<file path="src/rtl/wdog_pkg.sv">
package wdog_pkg;

    localparam int CNT_W = 13;

    typedef enum logic [2:0] {
        ST_OFF,
        ST_CLOSED,
        ST_OPEN,
        ST_TIMEOUT,
        ST_RESET
    } wd_state_e;

    typedef enum logic [1:0] {
        WM_OFF,
        WM_WINDOW,
        WM_TIMEOUT
    } wd_mode_e;

    localparam logic [2:0] DEFAULT_CODE = 3'b100;

    function automatic logic [CNT_W-1:0] period_ticks(input logic [2:0] code);
        logic [CNT_W-1:0] p;
        case (code)
            3'd6:    p = 13'd1024;
            3'd7:    p = 13'd4096;
            default: p = 13'd8 << code;
        endcase
        return p;
    endfunction

endpackage

</file>
<file path="src/rtl/wdog_cfg_reg.sv">
module wdog_cfg_reg
    import wdog_pkg::*;
(
    input  logic        clk,
    input  logic        rst_n,
    input  logic        wr_en,
    input  logic [15:0] wdata,
    input  logic        restore_code,
    input  logic        off_flag,
    output logic        mode_bit,
    output logic [2:0]  code,
    output logic        locked,
    output logic        wr_ok,
    output logic [15:0] rdata
);

    logic unused_low;
    assign unused_low = ^wdata[7:0];

    assign wr_ok = wr_en && !locked && (wdata[15:13] == 3'b000);

    always_ff @(posedge clk) begin
        if (!rst_n) begin
            mode_bit <= 1'b0;
            code     <= DEFAULT_CODE;
            locked   <= 1'b0;
        end else begin
            if (wr_ok) begin
                mode_bit <= wdata[11];
                code     <= wdata[10:8];
                locked   <= wdata[12];
            end
            if (restore_code) begin
                code <= DEFAULT_CODE;
            end
        end
    end

    assign rdata = {3'b000, locked, mode_bit, code, off_flag, 7'b0};

    assert_lock_sticky_R10: assert property (@(posedge clk) disable iff (!rst_n)
        locked |=> (locked && $stable(mode_bit)));

endmodule

</file>
<file path="src/rtl/wdog_mode_sel.sv">
module wdog_mode_sel
    import wdog_pkg::*;
(
    input  logic     clk,
    input  logic     rst_n,
    input  logic     standby,
    input  logic     off_pin,
    input  logic     mode_bit,
    output wd_mode_e eff_mode,
    output logic     mode_chg,
    output logic     off_rise,
    output logic     off_q
);

    wd_mode_e prev_mode;

    always_comb begin
        if (off_pin) begin
            eff_mode = WM_OFF;
        end else if (mode_bit) begin
            eff_mode = standby ? WM_OFF : WM_TIMEOUT;
        end else begin
            eff_mode = standby ? WM_TIMEOUT : WM_WINDOW;
        end
    end

    always_ff @(posedge clk) begin
        if (!rst_n) begin
            prev_mode <= WM_WINDOW;
            off_q     <= 1'b0;
        end else begin
            prev_mode <= eff_mode;
            off_q     <= off_pin;
        end
    end

    assign mode_chg = (eff_mode != prev_mode);
    assign off_rise = off_pin && !off_q;

endmodule

</file>
<file path="src/rtl/wdog_fsm.sv">
module wdog_fsm
    import wdog_pkg::*;
#(
    parameter int RST_TICKS = 4
) (
    input  logic       clk,
    input  logic       rst_n,
    input  logic       tick,
    input  logic       trig,
    input  logic       restart,
    input  logic       off_rise,
    input  wd_mode_e   eff_mode,
    input  logic [2:0] code,
    output logic       rst_req,
    output logic       pulse_done
);

    localparam logic [CNT_W-1:0] CNT_ONE  = 1;
    localparam logic [CNT_W-1:0] RST_LAST = CNT_W'(RST_TICKS - 1);

    wd_state_e        state, st_n, start_st;
    logic [CNT_W-1:0] cnt, cnt_n, per_last, half_last;

    assign per_last  = period_ticks(code) - CNT_ONE;
    assign half_last = (period_ticks(code) >> 1) - CNT_ONE;

    always_comb begin
        unique case (eff_mode)
            WM_WINDOW:  start_st = ST_CLOSED;
            WM_TIMEOUT: start_st = ST_TIMEOUT;
            default:    start_st = ST_OFF;
        endcase
    end

    always_comb begin
        st_n  = state;
        cnt_n = cnt;
        if (state != ST_RESET && off_rise) begin
            st_n  = ST_RESET;
            cnt_n = '0;
        end else if (state != ST_RESET && restart) begin
            st_n  = start_st;
            cnt_n = '0;
        end else begin
            unique case (state)
                ST_OFF: begin
                    st_n = ST_OFF;
                end
                ST_TIMEOUT: begin
                    if (trig) begin
                        cnt_n = '0;
                    end else if (tick) begin
                        if (cnt == per_last) begin
                            st_n  = ST_RESET;
                            cnt_n = '0;
                        end else begin
                            cnt_n = cnt + CNT_ONE;
                        end
                    end
                end
                ST_CLOSED: begin
                    if (trig) begin
                        st_n  = ST_RESET;
                        cnt_n = '0;
                    end else if (tick) begin
                        cnt_n = cnt + CNT_ONE;
                        if (cnt == half_last) begin
                            st_n = ST_OPEN;
                        end
                    end
                end
                ST_OPEN: begin
                    if (trig) begin
                        st_n  = ST_CLOSED;
                        cnt_n = '0;
                    end else if (tick) begin
                        if (cnt == per_last) begin
                            st_n  = ST_RESET;
                            cnt_n = '0;
                        end else begin
                            cnt_n = cnt + CNT_ONE;
                        end
                    end
                end
                ST_RESET: begin
                    if (tick) begin
                        if (cnt == RST_LAST) begin
                            st_n  = start_st;
                            cnt_n = '0;
                        end else begin
                            cnt_n = cnt + CNT_ONE;
                        end
                    end
                end
                default: begin
                    st_n  = ST_OFF;
                    cnt_n = '0;
                end
            endcase
        end
    end

    always_ff @(posedge clk) begin
        if (!rst_n) begin
            state <= ST_CLOSED;
            cnt   <= '0;
        end else begin
            state <= st_n;
            cnt   <= cnt_n;
        end
    end

    always_comb begin
        rst_req    = (state == ST_RESET);
        pulse_done = (state == ST_RESET) && tick && (cnt == RST_LAST);
    end

    assert_closed_trig_R5: assert property (@(posedge clk) disable iff (!rst_n)
        (state == ST_CLOSED && trig && !restart && !off_rise) |=> rst_req);

    assert_no_tick_hold_R12: assert property (@(posedge clk) disable iff (!rst_n)
        (state != ST_RESET && !tick && !trig && !off_rise) |=> !rst_req);

    assert_restart_zero_R7: assert property (@(posedge clk) disable iff (!rst_n)
        (restart && !off_rise && state != ST_RESET) |=> (cnt == '0));

endmodule

</file>
<file path="src/rtl/wdog_supervisor.sv">
module wdog_supervisor
    import wdog_pkg::*;
#(
    parameter int RST_TICKS = 4
) (
    input  logic        clk,
    input  logic        rst_n,
    input  logic        tick_ms,
    input  logic        trig,
    input  logic        standby,
    input  logic        wd_off_pin,
    input  logic        reg_wr,
    input  logic [15:0] reg_wdata,
    output logic [15:0] reg_rdata,
    output logic        rst_req
);

    logic       mode_bit, locked, wr_ok, pulse_done;
    logic       mode_chg, off_rise, off_q;
    logic [2:0] code;
    wd_mode_e   eff_mode;

    wdog_cfg_reg u_cfg (
        .clk          (clk),
        .rst_n        (rst_n),
        .wr_en        (reg_wr),
        .wdata        (reg_wdata),
        .restore_code (pulse_done),
        .off_flag     (off_q),
        .mode_bit     (mode_bit),
        .code         (code),
        .locked       (locked),
        .wr_ok        (wr_ok),
        .rdata        (reg_rdata)
    );

    wdog_mode_sel u_mode (
        .clk      (clk),
        .rst_n    (rst_n),
        .standby  (standby),
        .off_pin  (wd_off_pin),
        .mode_bit (mode_bit),
        .eff_mode (eff_mode),
        .mode_chg (mode_chg),
        .off_rise (off_rise),
        .off_q    (off_q)
    );

    wdog_fsm #(.RST_TICKS(RST_TICKS)) u_fsm (
        .clk        (clk),
        .rst_n      (rst_n),
        .tick       (tick_ms),
        .trig       (trig),
        .restart    (wr_ok || mode_chg),
        .off_rise   (off_rise),
        .eff_mode   (eff_mode),
        .code       (code),
        .rst_req    (rst_req),
        .pulse_done (pulse_done)
    );

    assert_off_quiet_R9: assert property (@(posedge clk) disable iff (!rst_n)
        (wd_off_pin && off_q && !rst_req) |=> !rst_req);

    assert_code_restore_R2: assert property (@(posedge clk) disable iff (!rst_n)
        $fell(rst_req) |-> (code == DEFAULT_CODE));

endmodule

</file>
<file path="config.mk">
export PLATFORM = sky130hd
export DESIGN_NAME = wdog_supervisor
export DESIGN_NICKNAME = d
export VERILOG_FILES = /design/src/rtl/wdog_pkg.sv /design/src/rtl/wdog_cfg_reg.sv /design/src/rtl/wdog_mode_sel.sv /design/src/rtl/wdog_fsm.sv /design/src/rtl/wdog_supervisor.sv
export SDC_FILE = /design/constraint.sdc
export NUM_CORES = 1
export LEC_CHECK = 0
export BUFFER_PORTS_ARGS = -buffer_cell sky130_fd_sc_hd__buf_2
export CORE_ASPECT_RATIO = 1.75
export CORE_UTILIZATION = 47
export CTS_CLUSTER_DIAMETER = 40
export CTS_CLUSTER_SIZE = 28
export DETAILED_ROUTE_END_ITERATION = 7
export PLACE_DENSITY = 0.76
export SYNTH_ARGS = -nofsm -noshare
export SYNTH_HDL_FRONTEND = slang
export SYNTH_HIERARCHICAL = 1
export SYNTH_SLANG_ARGS = --single-unit
</file>
<file path="constraint.sdc">
create_clock -name clk -period 2.5 [get_ports clk]
set_input_delay 0.125 -clock clk [delete_from_list [all_inputs] [get_ports clk]]
set_output_delay 0.125 -clock clk [all_outputs]
set_load 0.05 [all_outputs]
</file>
==> qor.txt <==
Skew-Pair Late Insertion Delay: 0.27 ns
Reg power frac: 0.404
R2r setup slk: 0.04 ns
IO Pins: 40
Max-cap violation count: 0
Largest family of logic cells by synthesized area: simple AND/OR/NAND/NOR gates
Final Worst Setup Slack: 0.0433 ns
Num CTS Buffers: 3
Layout cells sized above 1: 0.307
Post-Syn Area per Cell: 7.56 um^2
CP Capture Type: flip-flop
First-pass GRT wire length: 8490 um
Cell internal pwr: 0.000660 W
Pleak: 1.03 nW
Vias in the first global route: 1976
Post-route DRC: 0
Mux contribution to synthesized area: 0.0280
Synthesis-to-layout area growth: 22.0%
Initial antenna violation count: 0
Vias/cell: 5.85
Final worst path period share: 0.983
Post-synthesis register bit count: 24
# hold bufs at CTS: 0
Worst vdd ir: 0.312 mV
Worst setup SP type: flip-flop
Syn Inst Count: 284
Worst slack at placement: -0.0459 ns
Drt wl/cell: 14.9 um
Hold_sp: reg_wdata[9]
Grt ovf: 0
Final-stage net count: 344
N_diodes: 0
Psw: 0.000332 W
Die ar.: 4860 um^2
Via Count: 2146
Sequential area share after synthesis: 0.224
Post-DP HPWL: 4070 um
Synth area leaders: dfxtp_1 22%, buf_4 5.9%, nand2_1 4.9%
H-tree depth: 1
Switching part of the total power: 0.335
Routed wire length: 5470 um
Util after Layout: 0.595
WS Path Type: reg2reg
Post-Synth Adder-Cell Area: 0.0233
Run status: completed
Post-synthesis compound-gate area fraction: 0.224
Final Skew: 0.00608 ns
Antenna-violating nets left: 0
Global Route Usage Sum: 0.231
Clock Sinks: 24
FF-to-FF path depth: 10
Combinational share of power: 0.320
Hold Path Class: in2reg
Reg-to-reg endpoint: u_fsm/cnt[7]$_SDFFE_PP0P_
Post-synthesis simple-gate area fraction: 0.296
Number of flops mapped to enable cells by yosys: 0
Required time of the critical path: 2.70 ns
Hold slack: 0.0811 ns
Clock power frac: 0.276
Hold path depth: 3
Post-synth top area share: 0.224
Fin. Hold Viols: 0
Rows: 32
Unrepaired setup endpoints after global routing: true
Pwr per Cell Area: 378 nW/um^2
CTS clk-pin slew, worst paths: 0.09 ns
Yosys top cell by area: dfxtp_1
Setup TNS: 0 ns
Largest net degree at the start of global routing: 16
Async set-or-reset flop fraction in the synthesized netlist: 0
Top FF cell, synth: dfxtp_1
Yosys warnings: 6
CORE AREA: 4400 um^2
Final Setup Violations: 0
Fmax: 407 MHz
Mapped Area: 2150 um^2
CP Max Fanout: 11
Initial Util: 0.488
Worst r2r src: u_cfg/code[0]$_SDFFE_PP0P_
TritonCTS clock tree: yes
Synth Area in XOR/XNOR: 0.0775
Die width: 53.1 um
Die Ht: 91.4 um
Max Root-Sink Buffers: 2
Routability Congestion: 0.895
CTS Root Cell: clkbuf_8
Hold path endpoint: u_cfg/code[1]$_SDFFE_PP0P_
Detailed Route Iter0 Violations: 45
Port bufs: 21
Synth cell types: 61
Min Clock Period, post-route: 2.46 ns
Pre-antenna DRT Iters: 4
Slew Viols, Final: 0
Data arrival, critical path: 2.65 ns
synth_stat cells, drive strengths merged (4+ instances only):
cell	number
o21ai	12
ha	4
mux2i	6
a31oi	9
xnor2	11
clkbuf	5
nor2	24
nand2	28
nor2b	9
nand2b	7
xor2	8
o211ai	5
inv	10
and3	6
buf	31
dfxtp	24
nor3	5
a21oi	14
nand3	12
worst max-delay path, cell delays in order (launching register included):
cell and delay [ns]:
dfxtp_2 0.33, or3_4 0.40, ha_4 0.20, xnor2_1 0.13, a31o_2 0.25, a22oi_2 0.26
nor3_2 0.10, a211oi_4 0.30, buf_12 0.17, nand2b_1 0.06, a31oi_1 0.18
how the worst max path moves through the flow:
stage	startpoint	end	slack, ns	cells past startpoint
floorplan	u_cfg/code[2]$_SDFFE_PP1P_	u_fsm/cnt[6]$_SDFFE_PP0P_	-0.008	12
global placement	u_cfg/code[2]$_SDFFE_PP1P_	u_fsm/cnt[7]$_SDFFE_PP0P_	0.009	10
detailed placement	u_cfg/code[2]$_SDFFE_PP1P_	u_fsm/cnt[7]$_SDFFE_PP0P_	-0.05	10
CTS	u_cfg/mode_bit$_SDFFE_PN0P_	u_fsm/cnt[7]$_SDFFE_PP0P_	0.03	12
global route	u_cfg/mode_bit$_SDFFE_PN0P_	u_fsm/state[1]$_SDFFE_PP0P_	-0.02	13
finish	u_cfg/code[0]$_SDFFE_PP0P_	u_fsm/cnt[7]$_SDFFE_PP0P_	0.04	10
repair_timing:
| item | in CTS | in global routing |
|---|---|---|
| pin swaps | 5 | 18 |
| setup endpoints to repair | 9 | 12 |
| gates resized for setup | 7 | 21 |
| setup buffers | 0 | 1 |
sequential cells by signal (all words and copies together) (netlist names):
register          count
u_cfg/code            3
u_cfg/locked          1
u_cfg/mode_bit        1
u_fsm/cnt            13
u_fsm/state           3
u_mode/off_q          1
u_mode/prev_mode      2
stage by stage:
step / total power (W) / instance area, um^2 / instances
6_report: 0.000992 / 2620 / 367
2_1_floorplan: 0.000638 / 2240 / 293
4_1_cts: 0.000977 / 2520 / 366
3_3_place_gp: 0.000692 / 2430 / 362
3_5_place_dp: 0.000696 / 2430 / 362
5_1_grt: 0.00103 / 2620 / 367
per-layer routing:
layer | vias up | global-route usage | share of wire
met5 | - | 0 | 0
met4 | 0 | 0.0943 | 0.030
met3 | 12 | 0.0218 | 0.024
met2 | 52 | 0.437 | 0.57
met1 | 1037 | 0.240 | 0.38
li1 | 1045 | - | -
cells by family (layout without fill, tap and decap cells):
logic type | after synthesis | after routing
mux | 6 | 6
fa+ha+maj | 4 | 4
other cells | 1 | 10
buf+inv | 47 | 70
simple gates | 117 | 117
compound gates | 66 | 66
flops | 24 | 24
xor+xnor | 19 | 19
power by group through the flow:
stage          Sequential (W)  Clock [W]  Combinational, W
6_report             0.000401   0.000274          0.000317
5_1_grt              0.000402   0.000289          0.000341
2_1_floorplan        0.000407          0          0.000230
3_3_place_gp         0.000409          0          0.000283
4_1_cts              0.000401   0.000280          0.000296
3_5_place_dp         0.000410          0          0.000287
cell type report:
| class | instances | area, um^2 |
|---|---|---|
| clock buffer | 4 | 55.1 |
| multi-input combinational | 222 | 1600 |
| timing repair buffer | 55 | 373 |
| tap | 51 | 63.8 |
| fill | 403 | 1780 |
| inverter | 11 | 41.3 |
| sequential | 24 | 485 |
cell usage in the layout (no fill, tap or decap), drive strengths merged, types with 4 or more instances in the layout:
cell type,Yosys,final
o211ai,5,5
inv,10,10
o21ai,12,12
nor3,5,5
nor2b,9,9
clkbuf,5,4
buf,31,55
conb,1,10
a21oi,14,14
a31oi,9,9
nand2b,7,7
nand2,28,28
nand3,12,12
xnor2,11,11
dfxtp,24,24
and3,6,6
ha,4,4
xor2,8,8
mux2i,6,6
nor2,24,24
(Power assumes the default switching activity.)
